$ cat config.mk
export PLATFORM = sky130hd
export DESIGN_NAME = smbus_timeout_mon
export DESIGN_NICKNAME = d
export VERILOG_FILES = /design/src/rtl/smbus_timeout_mon.sv
export SDC_FILE = /design/constraint.sdc
export NUM_CORES = 1
export LEC_CHECK = 0
export ABC_AREA = 0
export BUFFER_PORTS_ARGS = -buffer_cell sky130_fd_sc_hd__buf_4
export CORE_ASPECT_RATIO = 0.7
export CORE_UTILIZATION = 46
export CTS_BUF_LIST = sky130_fd_sc_hd__clkbuf_4 sky130_fd_sc_hd__clkbuf_8
export CTS_CLUSTER_SIZE = 24
export DETAILED_ROUTE_END_ITERATION = 6
export PLACE_DENSITY = 0.66
export SYNTH_ARGS = -nofsm -noshare
export SYNTH_HDL_FRONTEND = slang
export SYNTH_SLANG_ARGS = --single-unit
$ cat constraint.sdc
create_clock -name clk -period 3.3 [get_ports clk]
set_input_delay 0.99 -clock clk [delete_from_list [all_inputs] [get_ports clk]]
set_output_delay 0.99 -clock clk [all_outputs]
set_load 0.05 [all_outputs]
$ cat src/rtl/smbus_timeout_mon.sv
module smbus_timeout_mon #(
  parameter int VAL_W      = 12,
  parameter int LONG_LOG2  = 11,
  parameter int SHORT_LOG2 = 2
) (
  input  logic             clk,
  input  logic             rst_n,
  input  logic             scl_in,
  input  logic             sda_in,
  input  logic             self_stretch,
  input  logic             frame_edge,
  input  logic             cfg_a_wr,
  input  logic [VAL_W-1:0] cfg_a_val,
  input  logic             cfg_idle_sel,
  input  logic             cfg_b_wr,
  input  logic [VAL_W-1:0] cfg_b_val,
  input  logic             tmo_en,
  input  logic             ext_en,
  input  logic             tmo_clr,
  input  logic             ext_clr,
  output logic             tmo_flag,
  output logic             ext_flag,
  output logic [VAL_W-1:0] lim_a,
  output logic             idle_mode,
  output logic [VAL_W-1:0] lim_b
);

  localparam int PW = LONG_LOG2;
  localparam int CW = VAL_W + 1;
  localparam logic [PW-1:0] LONG_TOP  = '1;
  localparam logic [PW-1:0] SHORT_TOP = PW'((1 << SHORT_LOG2) - 1);

  // configuration, locked while the owning timer runs
  always_ff @(posedge clk or negedge rst_n) begin
    if (!rst_n) begin
      lim_a     <= '0;
      idle_mode <= 1'b0;
      lim_b     <= '0;
    end else begin
      if (cfg_a_wr && !tmo_en) begin
        lim_a     <= cfg_a_val;
        idle_mode <= cfg_idle_sel;
      end
      if (cfg_b_wr && !ext_en) lim_b <= cfg_b_val;
    end
  end

  // timer A: SCL low run or bus idle run
  logic [PW-1:0] pre_a;
  logic [CW-1:0] ticks_a;
  wire           cond_a = idle_mode ? (scl_in & sda_in) : ~scl_in;
  wire  [PW-1:0] top_a  = idle_mode ? SHORT_TOP : LONG_TOP;
  wire           hit_a  = ticks_a == CW'(lim_a) + CW'(1);

  always_ff @(posedge clk or negedge rst_n) begin
    if (!rst_n) begin
      pre_a   <= '0;
      ticks_a <= '0;
    end else if (!tmo_en || tmo_clr || !cond_a) begin
      pre_a   <= '0;
      ticks_a <= '0;
    end else if (!hit_a) begin
      if (pre_a == top_a) begin
        pre_a   <= '0;
        ticks_a <= ticks_a + CW'(1);
      end else begin
        pre_a <= pre_a + PW'(1);
      end
    end
  end

  always_ff @(posedge clk or negedge rst_n) begin
    if (!rst_n)       tmo_flag <= 1'b0;
    else if (tmo_clr) tmo_flag <= 1'b0;
    else if (tmo_en && cond_a && hit_a) tmo_flag <= 1'b1;
  end

  // timer B: cumulative own stretching within one frame
  logic [PW-1:0] pre_b;
  logic [CW-1:0] ticks_b;
  wire           run_b = self_stretch & ~scl_in;
  wire           hit_b = ticks_b == CW'(lim_b) + CW'(1);

  always_ff @(posedge clk or negedge rst_n) begin
    if (!rst_n) begin
      pre_b   <= '0;
      ticks_b <= '0;
    end else if (!ext_en || ext_clr || frame_edge) begin
      pre_b   <= '0;
      ticks_b <= '0;
    end else if (run_b && !hit_b) begin
      if (pre_b == LONG_TOP) begin
        pre_b   <= '0;
        ticks_b <= ticks_b + CW'(1);
      end else begin
        pre_b <= pre_b + PW'(1);
      end
    end
  end

  always_ff @(posedge clk or negedge rst_n) begin
    if (!rst_n)       ext_flag <= 1'b0;
    else if (ext_clr) ext_flag <= 1'b0;
    else if (ext_en && !frame_edge && run_b && hit_b) ext_flag <= 1'b1;
  end

  // limits and mode locked while enabled
  p_cfg_a_locked_r7: assert property (@(posedge clk) disable iff (!rst_n)
    tmo_en |=> ($stable(lim_a) && $stable(idle_mode)));
  p_cfg_b_locked_r7: assert property (@(posedge clk) disable iff (!rst_n)
    ext_en |=> $stable(lim_b));
  // sticky until cleared, clear wins
  p_tmo_sticky_r8: assert property (@(posedge clk) disable iff (!rst_n)
    (tmo_flag && !tmo_clr) |=> tmo_flag);
  p_tmo_clear_r8: assert property (@(posedge clk) disable iff (!rst_n)
    tmo_clr |=> !tmo_flag);
  p_ext_clear_r8: assert property (@(posedge clk) disable iff (!rst_n)
    ext_clr |=> !ext_flag);
  // no new flag while disabled
  p_tmo_off_r9: assert property (@(posedge clk) disable iff (!rst_n)
    (!tmo_en && !tmo_flag) |=> !tmo_flag);
  p_ext_off_r9: assert property (@(posedge clk) disable iff (!rst_n)
    (!ext_en && !ext_flag) |=> !ext_flag);
  // a timeout rises only while the monitored condition held
  p_tmo_cond_r2: assert property (@(posedge clk) disable iff (!rst_n)
    $rose(tmo_flag) |-> ($past(idle_mode) ? ($past(scl_in) && $past(sda_in)) : !$past(scl_in)));
  // extension rises only during own stretching, never on a frame edge
  p_ext_cond_r5: assert property (@(posedge clk) disable iff (!rst_n)
    $rose(ext_flag) |-> ($past(self_stretch) && !$past(scl_in) && !$past(frame_edge)));

endmodule

==> Flow_metrics.wiki, run 1 <==
{| class="wikitable"
! Metric !! Value
|-
| Result of the run || complete, no violations
|-
| Height of the die || 86.78 µm
|-
| Clock sinks || 75
|-
| Clock Tree Buf Depth || 2
|-
| Overall track demand over capacity in global routing || 0.2451
|-
| Post-layout power || 2.471 mW
|-
| Post-Syn Area || 4723 µm²
|-
| H-tree depth || 3
|-
| Slowest-stage cell, CP || sky130_fd_sc_hd__dfrtp_1
|-
| Worst Setup Start Kind || flip-flop
|-
| Via/cell ratio || ~6.1
|-
| Tightest slew margin relative to the limit || 0.3706
|-
| DP Area || 5324 µm²
|-
| Detailed Place HPWL || about 8700 µm
|-
| Detailed-router iteration count before antenna repair || 5
|-
| Sequential cell area || 1877 µm²
|-
| P_sw || a little over 0.8 mW
|-
| Clk root buf || sky130_fd_sc_hd__clkbuf_8
|-
| Power share of the sequential group || 0.428
|-
| Critical path capture point type || flip-flop
|-
| Antenna violations before repair || 0
|-
| Library cell with the largest summed area after synthesis || sky130_fd_sc_hd__dfrtp_1
|-
| Die X-Extent || roughly 120 µm
|-
| Number of buffers inserted by port buffering || 63
|-
| Total global routing overflow || 0
|-
| Post-synth EDFFs || 0
|-
| Proportion of power drawn by the clock network || 0.336
|-
| Yosys cell types || 62
|-
| Std-Cell Rows || 30
|-
| Count of endpoints failing setup in the final report || 0
|-
| Weighted congestion at the end of routability-driven global placement || approximately 0.84
|-
| Setup repair after global routing missed its margin || false
|-
| Launch instance of the worst min-delay path || tmo_flag$_DFFE_PN0P_
|-
| Setup CP Type || flip-flop to flip-flop
|-
| Wire length of the first global-routing pass || 19910 µm
|-
| Synthesized flop and latch total || 75
|-
| Cells taking the most area after synthesis || sky130_fd_sc_hd__dfrtp_1 (40%), sky130_fd_sc_hd__mux2_2 (5.7%), sky130_fd_sc_hd__o21ai_0 (5.1%)
|-
| Clock buffers created by TritonCTS || 9
|-
| Number of antenna repair diodes || 0
|-
| Standby leakage power || around 2.3 nW
|-
| Worst Setup SP || lim_a[0]$_DFFE_PN0P_
|-
| Min Tclk post-route || just over 3 ns
|-
| Routed via count || roughly 4.3k
|-
| Proportion of synthesized flip-flops having asynchronous set or reset || 1.000
|-
| Clk Latency, worst-skew pair || roughly 0.37 ns
|-
| Ratio of cells with drive above 1 in the final layout || 0.2232
|-
| Final wirelength || between 10000 and 15000 µm
|-
| Number of fill cells || 888
|-
| Number of standard cells after synthesis || ~520
|-
| Clock slew at reported path FFs || 0.08 ns
|-
| TritonCTS clock tree || yes
|-
| Area of the core region || ~10000 µm²
|-
| Worst-margin pin slew || approximately 0.94 ns
|-
| Post-Syn Area per Cell || about 9.0 µm²
|-
| Post-route DRC violation count || 0
|-
| Worst hold path class || flip-flop to flip-flop
|-
| Slew Viols, Final || 0
|-
| Number of standard cells in the layout, taps in and fillers out || about 720
|-
| Detailed Route Iter0 Violations || between 400 and 500
|-
| Max Clock Freq || around 330 MHz
|-
| Number of primary I/O pins || between 60 and 70
|-
| Post-synth top area share || 0.3974
|-
| Prevailing post-synth register cell || sky130_fd_sc_hd__dfrtp_1
|-
| Ordered cell list for the critical path || ha_2 -> and4_1 -> and4_1 -> o32ai_1 -> a211oi_1 -> nor4_2 -> buf_4 -> or3_1 -> o31ai_1
|-
| Worst path buffer plus inverter count || 1
|-
| Post-placement cell count || about 700
|-
| Slowest cell delay on critical path || between 0.4 and 0.5 ns
|-
| Max-Cap Viols || 0
|-
| Synthesis Warnings || 0
|-
| Most common cell type on the critical path || sky130_fd_sc_hd__and4_1
|-
| Multi-input gate area || approximately 2700 µm²
|-
| Count of nets left with antenna violations after detail routing || 0
|-
| CP Data Required Time || between 3 and 4 ns
|-
| Final clock skew || 0.01286 ns
|-
| Internal || 1.661 mW
|-
| Share of total power consumed by net switching || 0.3279
|-
| Post-CTS Hold Fix Bufs || 0
|-
| Share of the yosys chip area belonging to registers || 0.3974
|-
| Post-Route Hold Slack || between 0.4 and 0.5 ns
|-
| CP max FO || 20
|-
| Cell family with the largest share of critical-path delay || simple AND/OR/NAND/NOR gates
|-
| Sum of negative setup slack || 0 ns
|-
| Number of endpoints with negative hold slack in the final report || 0
|-
| Via count of the first global-routing pass || between 3k and 4k
|-
| Tcrit/Tclk final || 0.9209
|-
| Maximum ir drop on the vdd rail || approximately 0.25 mV
|-
| Number of nets in the final layout || roughly 630
|-
| Arrival time of the worst setup path || 3.30 ns
|-
| Per-cell routed wire length || about 17 µm
|-
| Effective utilization at floorplan || 0.4803
|-
| P per Cell Area || approximately 440 nW/µm²
|-
| Synth Net Count || around 570
|-
| Area of all placed cells without fillers || between 5000 and 6000 µm²
|-
| Signed area change from the synthesized netlist to the final layout || 17.67%
|-
| Reg-to-Reg Start || lim_a[0]$_DFFE_PN0P_
|-
| Pin count of the biggest net entering global routing || 76
|-
| Logic gate share of total power || 0.236
|-
| Overall die area || roughly 11000 µm²
|}
## worst reg2reg max path, stage by stage (launching register included)
cell and delay, ns:
sky130_fd_sc_hd__dfrtp_1 0.49, sky130_fd_sc_hd__ha_2 0.33, sky130_fd_sc_hd__and4_1 0.34, sky130_fd_sc_hd__and4_1 0.29, sky130_fd_sc_hd__o32ai_1 0.09, sky130_fd_sc_hd__a211oi_1 0.34
sky130_fd_sc_hd__nor4_2 0.06, sky130_fd_sc_hd__buf_4 0.20, sky130_fd_sc_hd__or3_1 0.48, sky130_fd_sc_hd__o31ai_1 0.30
## power by group through the flow
stage	Clock (mW)	Combinational [mW]	Sequential [mW]
after global placement	0	0.574	1.07
after detailed placement	0	0.581	1.07
final	0.830	0.583	1.06
after CTS	0.846	0.583	1.06
after floorplan	0	0.239	1.20
after global routing	0.891	0.622	1.07
## metrics by stage
step / utilization / setup slack (ns)
2_1_floorplan: - / 0.2427
3_3_place_gp: 0.5413 / 0.3209
3_5_place_dp: 0.5413 / 0.2377
4_1_cts: 0.5649 / 0.1794
5_1_grt: 0.5651 / 0.04957
6_report: 0.5651 / 0.2611
## cells in the mapped netlist (all sizes together), types with 10 or more instances
cell type and instances:
dfrtp 75, o21ai 55, nand2 42, nand3 32, a21oi 28, o31ai 26
mux2 24, nor2 23, clkbuf 18, nand4 17, and3 16, or4 15
xnor2 14, or3 13, buf 10, inv 10
## worst paths after layout
| check | endpoint | slack, ns | depth (start not counted) |
|---|---|---|---|
| worst min register to register | tmo_flag$_DFFE_PN0P_ | 0.49 | 1 |
| min in group asynchronous | pre_a[4]$_DFFE_PN0P_ | 0.76 | 1 |
| worst min-delay path | tmo_flag$_DFFE_PN0P_ | 0.49 | 1 |
| max in group asynchronous | lim_a[5]$_DFFE_PN0P_ | 1.93 | 1 |
| worst max register to register | ticks_a[4]$_DFFE_PN0P_ | 0.26 | 9 |
| worst max-delay path | ticks_a[4]$_DFFE_PN0P_ | 0.26 | 9 |
## layout by cell type, fill, tap and decap left out, types with 15 or more instances in the layout
cell,instances
sky130_fd_sc_hd__buf_4,77
sky130_fd_sc_hd__dfrtp_1,75
sky130_fd_sc_hd__o21ai_0,48
sky130_fd_sc_hd__nand2_1,41
sky130_fd_sc_hd__nand3_1,32
sky130_fd_sc_hd__a21oi_1,27
sky130_fd_sc_hd__o31ai_1,26
sky130_fd_sc_hd__mux2_2,24
sky130_fd_sc_hd__nor2_1,22
sky130_fd_sc_hd__nand4_1,17
sky130_fd_sc_hd__and3_1,15
sky130_fd_sc_hd__or4_1,15
## logic make-up after synthesis
logic type,synth area share
muxes,0.06993
DFF,0.3974
AOI/OAI and AO/OA,0.1865
buffers and inverters,0.03841
adders and majority gates,0.01589
xor gates and xnor gates,0.04265
and+or+nand+nor,0.2493
## routing by layer
layer,up-vias,wire (µm),track usage
li1,2088,-,-
met1,2105,6309,0.3881
met2,147,4956,0.3253
met3,9,894,0.06316
met4,0,92,0.05805
met5,-,0,0
## area by class of cell
cell class,instances,share of cell area
inverter,10,0.006754
timing repair buffer,77,0.1040
sequential,75,0.3377
tap,128,0.02882
clock inverter,4,0.01306
multi-input combinational,409,0.4811
clock buffer,12,0.02859
## sequential cells by signal (all words and copies together), names as in the netlist
name       flops
ticks_a       13
ticks_b       13
lim_a         12
lim_b         12
pre_a         11
pre_b         11
ext_flag       1
idle_mode      1
tmo_flag       1
## what timing repair did
| item | CTS | global route |
|---|---|---|
| hold endpoints to repair | 0 | 0 |
| resized for setup | 0 | 1 |
| buffers inserted | 0 | 0 |
| setup endpoints to repair | 0 | 3 |
(Power assumes the default switching activity.)
==> run 2, diff against run 1 <==
clock period = 3.8 ns   (was 3.3 ns; I/O delays follow)
==> run 2 against run 1 <==
Against the previous run:
- largest power group unchanged
- sequential share of layout area rose by 0.11 points
- first-iteration DRC count fell by 18%
- power fell by 9.9%
- wire length rose by 2.5%
==> Flow_metrics.wiki, run 2 (synthesis gave the netlist of run 1 again) <==
{| class="wikitable"
! Metric !! Value
|-
| Result of the run || complete, no violations
|-
| CP max FO || 10
|-
| Post-Route Hold Slack || just under 0.5 ns
|-
| Number of fill cells || roughly 880
|-
| Internal || ~1.5 mW
|-
| Clk Latency, worst-skew pair || ~0.36 ns
|-
| Most used cells in the layout excluding fill and tap cells || sky130_fd_sc_hd__dfrtp_1 (75), sky130_fd_sc_hd__buf_4 (71), sky130_fd_sc_hd__o21ai_0 (48)
|-
| Max Clock Freq || ~330 MHz
|-
| Worst Setup Start Kind || flip-flop
|-
| Logic gate share of total power || 0.226
|-
| Max-Cap Viols || 0
|-
| H-tree depth || 3
|-
| Post-route DRC violation count || 0
|-
| Min Tclk post-route || 3.055 ns
|-
| Std-Cell Rows || 30
|-
| Post-placement cell count || just under 700
|-
| Clock buffers created by TritonCTS || 9
|-
| Setup Buffers After CTS || 0
|-
| Ratio of cells with drive above 1 in the final layout || 0.2134
|-
| CP Data Required Time || around 4.0 ns
|-
| P per Cell Area || ~400 nW/µm²
|-
| Tcrit/Tclk final || 0.8040
|-
| Height of the die || between 80 and 90 µm
|-
| Share of total power consumed by net switching || 0.3197
|-
| Clock slew at reported path FFs || about 0.08 ns
|-
| Clk root buf || sky130_fd_sc_hd__clkbuf_8
|-
| Weighted congestion at the end of routability-driven global placement || 0.9031
|-
| Sum of negative setup slack || 0 ns
|-
| Cells resized by post-CTS repair || 0
|-
| Number of buffers inserted by port buffering || between 60 and 70
|-
| Most common cell type on the critical path || sky130_fd_sc_hd__and4_1
|-
| Die X-Extent || 123.1 µm
|-
| Total global routing overflow || 0
|-
| Via/cell ratio || about 6.2
|-
| Power share of the sequential group || 0.415
|-
| Routed via count || ~4.4k
|-
| Number of antenna repair diodes || 0
|-
| Worst hold path class || flip-flop to flip-flop
|-
| Overall track demand over capacity in global routing || 0.2493
|-
| Registers with the most flip-flops || ticks_a: 13 flops, ticks_b: 13 flops
|-
| Antenna violations before repair || 0
|-
| Standby leakage power || 2.260 nW
|-
| Per-cell routed wire length || 17.71 µm
|-
| Proportion of power drawn by the clock network || 0.360
|-
| Detailed Route Iter0 Violations || approximately 340
|-
| Arrival time of the worst setup path || 3.28 ns
|-
| Clock sinks || 75
|-
| Maximum ir drop on the vdd rail || between 0.2 and 0.3 mV
|-
| Number of primary I/O pins || 64
|-
| Critical path capture point type || flip-flop
|-
| Most common library cell in the layout ignoring fill and taps || sky130_fd_sc_hd__dfrtp_1
|-
| Pin count of the biggest net entering global routing || between 70 and 80
|-
| Slowest-stage cell, CP || sky130_fd_sc_hd__nor4_2
|-
| Final clock skew || between 0.009 and 0.01 ns
|-
| Slowest cell delay on critical path || around 0.5 ns
|-
| Number of standard cells in the layout, taps in and fillers out || between 700 and 800
|-
| Final wirelength || between 10000 and 15000 µm
|-
| Worst path buffer plus inverter count || 0
|-
| Count of nets left with antenna violations after detail routing || 0
|-
| Effective utilization at floorplan || 0.4803
|-
| Signed area change from the synthesized netlist to the final layout || 17.27%
|-
| Area of the core region || just under 10000 µm²
|-
| Wire length of the first global-routing pass || between 20000 and 25000 µm
|-
| Count of endpoints failing setup in the final report || 0
|-
| Via count of the first global-routing pass || slightly below 4k
|-
| P_sw || ~0.71 mW
|-
| Setup repair after global routing missed its margin || false
|-
| Detailed-router iteration count before antenna repair || 4
|-
| Number of endpoints with negative hold slack in the final report || 0
|-
| Cell family with the largest share of critical-path delay || simple AND/OR/NAND/NOR gates
|-
| Number of nets in the final layout || 619
|-
| Detailed Place HPWL || about 8900 µm
|-
| Slew Viols, Final || 0
|-
| Post-CTS Hold Fix Bufs || 0
|-
| Setup CP Type || flip-flop to flip-flop
|-
| Tightest slew margin relative to the limit || 0.2930
|-
| Ordered cell list for the critical path || ha_1 -> and4_1 -> and4_1 -> a211oi_1 -> o21bai_1 -> nor4_2 -> or3_1 -> o21ai_0
|-
| Worst-margin pin slew || roughly 1.1 ns
|-
| Overall die area || roughly 11000 µm²
|-
| Clock Tree Buf Depth || 2
|-
| TritonCTS clock tree || yes
|}
## run 2: cell count changes in the layout (fill, tap and decap cells not counted), sizes merged
cell | previous run | this run
buf | 77 | 71
bufinv | 2 | 3
clkinvlp | 1 | 0
## run 2: power groups by stage
stage	logic, mW	registers, mW	clock network [mW]
after floorplan	0.208	1.04	0
after global placement	0.489	0.934	0
after detailed placement	0.499	0.937	0
after CTS	0.502	0.921	0.818
after global routing	0.534	0.932	0.852
final	0.502	0.923	0.800
## run 2: cell type report
type                    instances  area [µm²]  share of cell area
multi-input cells             409        2671              0.4823
well taps                     128       160.2             0.02891
clock buffers                  12       165.2             0.02982
inverters                      10       37.54            0.006777
clock inverters                 4       95.09             0.01717
repair buffers                 71       533.0             0.09623
flip-flops and latches         75        1877              0.3388
## run 2: worst register-to-register path, stage by stage, from the launching register on
cell and delay (ns):
sky130_fd_sc_hd__dfrtp_1 0.50, sky130_fd_sc_hd__ha_1 0.43, sky130_fd_sc_hd__and4_1 0.39, sky130_fd_sc_hd__and4_1 0.28, sky130_fd_sc_hd__a211oi_1 0.08, sky130_fd_sc_hd__o21bai_1 0.18
sky130_fd_sc_hd__nor4_2 0.51, sky130_fd_sc_hd__or3_1 0.41, sky130_fd_sc_hd__o21ai_0 0.16
## run 2: metal layers
layer	GRT usage	up-vias	share of wire	routed length, µm
met5	0	-	0	0
met4	0.05148	0	0.0071	89
met3	0.06250	7	0.072	903
met2	0.3570	155	0.42	5284
met1	0.3761	2130	0.50	6279
li1	-	2081	-	-
## run 2: path summary, 6_finish.rpt
path / from / to / slack (ns) / cells past startpoint
max: lim_a[1]$_DFFE_PN0P_ / ticks_a[5]$_DFFE_PN0P_ / 0.74 / 8
min: tmo_flag$_DFFE_PN0P_ / tmo_flag$_DFFE_PN0P_ / 0.49 / 1
max reg2reg: lim_a[1]$_DFFE_PN0P_ / ticks_a[5]$_DFFE_PN0P_ / 0.74 / 8
min reg2reg: tmo_flag$_DFFE_PN0P_ / tmo_flag$_DFFE_PN0P_ / 0.49 / 1
max in group asynchronous: rst_n / pre_b[8]$_DFFE_PN0P_ / 2.24 / 1
min in group asynchronous: rst_n / pre_a[8]$_DFFE_PN0P_ / 0.95 / 1
## run 2: stage by stage
step	worst slack, ns	total power [mW]	utilization	area [µm²]
floorplan	0.7427	1.252	-	4723
global placement	0.5923	1.423	0.5368	5279
detailed placement	0.5287	1.436	0.5368	5279
CTS	0.7853	2.241	0.5632	5539
global route	0.4675	2.319	0.5632	5539
finish	0.7449	2.225	0.5632	5539
==> run 3, diff against run 2 <==
clock period = 3.2 ns   (was 3.8 ns; I/O delays follow)
==> run 3 against run 2 <==
Against the previous run:
- design area unchanged
- clock-buffer cell count shrank 1
- utilization unchanged
- non-clock buffer count grew 6
- via count grew 2.1%
- register-to-register slack got worse by 0.55 ns
- worst hold slack improved by 0.012 ns
- fmax increased by 1.6%
- combinational power up 21%
- largest power group unchanged
- critical endpoint is now pre_a[10]$_DFFE_PN0P_
- sequential power is 18% higher
==> Flow_metrics.wiki, run 3 (synthesis gave the netlist of run 1 again) <==
{| class="wikitable"
! Metric !! Value
|-
| Most common library cell in the layout ignoring fill and taps || sky130_fd_sc_hd__buf_4
|-
| Detailed Place HPWL || ~9000 µm
|-
| Clk Latency, worst-skew pair || approximately 0.36 ns
|-
| R2r worst-path depth || 9
|-
| Via/cell ratio || roughly 6.2
|-
| Pin count of the biggest net entering global routing || 39
|-
| Setup CP Type || flip-flop to flip-flop
|-
| Overall die area || approximately 11000 µm²
|-
| Overall track demand over capacity in global routing || 0.2522
|-
| Area of the core region || between 9000 and 10000 µm²
|-
| Detailed-router iteration count before antenna repair || 5
|-
| DP Area || roughly 5300 µm²
|-
| Via count of the first global-routing pass || between 3k and 4k
|-
| Most used cells in the layout excluding fill and tap cells || sky130_fd_sc_hd__buf_4 (77), sky130_fd_sc_hd__dfrtp_1 (75), sky130_fd_sc_hd__o21ai_0 (48)
|-
| Count of nets left with antenna violations after detail routing || 0
|-
| Signed area change from the synthesized netlist to the final layout || 17.27%
|-
| Count of endpoints failing setup in the final report || 0
|-
| H-tree depth || 3
|-
| Total global routing overflow || 0
|-
| Final clock skew || between 0.009 and 0.01 ns
|-
| CP max FO || 13
|-
| Result of the run || complete, no violations
|-
| Post-CTS Hold Fix Bufs || 0
|-
| Cells resized by post-CTS repair || 0
|-
| Reg-to-Reg Start || lim_a[0]$_DFFE_PN0P_
|-
| Number of endpoints with negative hold slack in the final report || 0
|-
| Standby leakage power || 2.263 nW
|-
| Setup Buffers After CTS || 0
|-
| Arrival time of the worst setup path || roughly 3.3 ns
|-
| Routed via count || around 4.5k
|-
| Number of standard cells in the layout, taps in and fillers out || slightly above 700
|-
| Height of the die || ~87 µm
|-
| Std-Cell Rows || 30
|-
| Number of nets in the final layout || 625
|-
| Tcrit/Tclk final || 0.9399
|-
| Clk root buf || sky130_fd_sc_hd__clkbuf_8
|-
| Worst-margin pin slew || 0.4992 ns
|-
| Clock sinks || 75
|-
| Post-placement cell count || ~700
|-
| CP Data Required Time || between 3 and 4 ns
|-
| Worst hold path class || flip-flop to flip-flop
|-
| Clock buffers created by TritonCTS || 9
|-
| Critical path capture point type || flip-flop
|-
| Worst Setup Start Kind || flip-flop
|-
| Area of all placed cells without fillers || around 5500 µm²
|-
| Worst reg2reg path endpoint || pre_a[10]$_DFFE_PN0P_
|-
| Tightest slew margin relative to the limit || 0.6660
|-
| Number of fill cells || around 900
|-
| Effective utilization at floorplan || 0.4803
|-
| Post-layout power || ~2.5 mW
|-
| Ratio of cells with drive above 1 in the final layout || 0.2249
|-
| Worst setup slack for register-to-register paths || just under 0.2 ns
|-
| Antenna violations before repair || 0
|-
| Post-route DRC violation count || 0
|-
| Multi-input gate area || between 2000 and 3000 µm²
|-
| Wire length of the first global-routing pass || 20560 µm
|-
| P per Cell Area || 443.5 nW/µm²
|-
| Number of primary I/O pins || between 60 and 70
|-
| Slew Viols, Final || 0
|-
| Per-cell routed wire length || between 15 and 20 µm
|-
| Number of buffers inserted by port buffering || 63
|-
| Worst Setup SP || lim_a[0]$_DFFE_PN0P_
|-
| Weighted congestion at the end of routability-driven global placement || 0.8649
|-
| Max Clock Freq || 332.5 MHz
|-
| Registers with the most flip-flops || ticks_a: 13 flops, ticks_b: 13 flops
|-
| Sequential cell area || 1877 µm²
|-
| Max-Cap Viols || 0
|-
| Maximum ir drop on the vdd rail || about 0.25 mV
|-
| Number of antenna repair diodes || 0
|-
| Die X-Extent || 123.1 µm
|-
| Clock Tree Buf Depth || 2
|-
| Final wirelength || approximately 13000 µm
|-
| Capturing element of the worst setup path || pre_a[10]$_DFFE_PN0P_
|-
| Min Tclk post-route || 3.008 ns
|-
| Clock slew at reported path FFs || 0.08 ns
|-
| Detailed Route Iter0 Violations || approximately 370
|-
| TritonCTS clock tree || yes
|}
-- run 3: area by class of cell --
type,instances,share of cell area
timing repair buffer,77,0.1044
clock buffer,11,0.02620
multi-input combinational,409,0.4854
clock inverter,5,0.009487
inverter,10,0.006777
tap,128,0.02891
sequential,75,0.3388
-- run 3: metrics by stage --
stage               setup TNS [ns]  hold WS, ns  setup slack, ns    util
global placement                 0       0.4803           0.1671  0.5413
floorplan                        0       0.4612           0.1427       -
finish                           0       0.4981           0.1924  0.5632
CTS                              0       0.5020           0.1234  0.5615
global route              -0.02069       0.5296         -0.01101  0.5632
detailed placement               0       0.4830          0.08028  0.5413
-- run 3: worst min-delay path by stage --
stage / from / to / slack [ns] / depth (start not counted)
final: tmo_flag$_DFFE_PN0P_ / tmo_flag$_DFFE_PN0P_ / 0.50 / 1
after detailed placement: tmo_flag$_DFFE_PN0P_ / tmo_flag$_DFFE_PN0P_ / 0.48 / 1
after floorplan: pre_a[4]$_DFFE_PN0P_ / pre_a[4]$_DFFE_PN0P_ / 0.46 / 1
after CTS: tmo_flag$_DFFE_PN0P_ / tmo_flag$_DFFE_PN0P_ / 0.50 / 1
after global placement: ext_flag$_DFFE_PN0P_ / ext_flag$_DFFE_PN0P_ / 0.48 / 2
after global routing: tmo_flag$_DFFE_PN0P_ / tmo_flag$_DFFE_PN0P_ / 0.53 / 1
-- run 3: critical path, cell delays in order (launching register included) --
cell and delay, ns:
sky130_fd_sc_hd__dfrtp_1 0.49, sky130_fd_sc_hd__ha_1 0.38, sky130_fd_sc_hd__and4_1 0.39, sky130_fd_sc_hd__nand4_1 0.16, sky130_fd_sc_hd__xnor2_1 0.26, sky130_fd_sc_hd__nand4_1 0.19, sky130_fd_sc_hd__nor4_4 0.46, sky130_fd_sc_hd__buf_4 0.27
sky130_fd_sc_hd__mux2i_1 0.19, sky130_fd_sc_hd__o21ai_0 0.09
-- run 3: power by group --
part           switching [mW]  leakage, nW  internal [mW]
Combinational           0.377         1.17          0.229
Clock                   0.372        0.103          0.386
Sequential             0.0975        0.992          0.995
-- run 3: per-layer routing --
metal  track usage  wire, µm  vias up
li1              -         -     2093
met1        0.3848      6322     2204
met2        0.3611      5386      156
met3       0.05329       877       11
met4       0.05915       114        0
met5             0         0        -
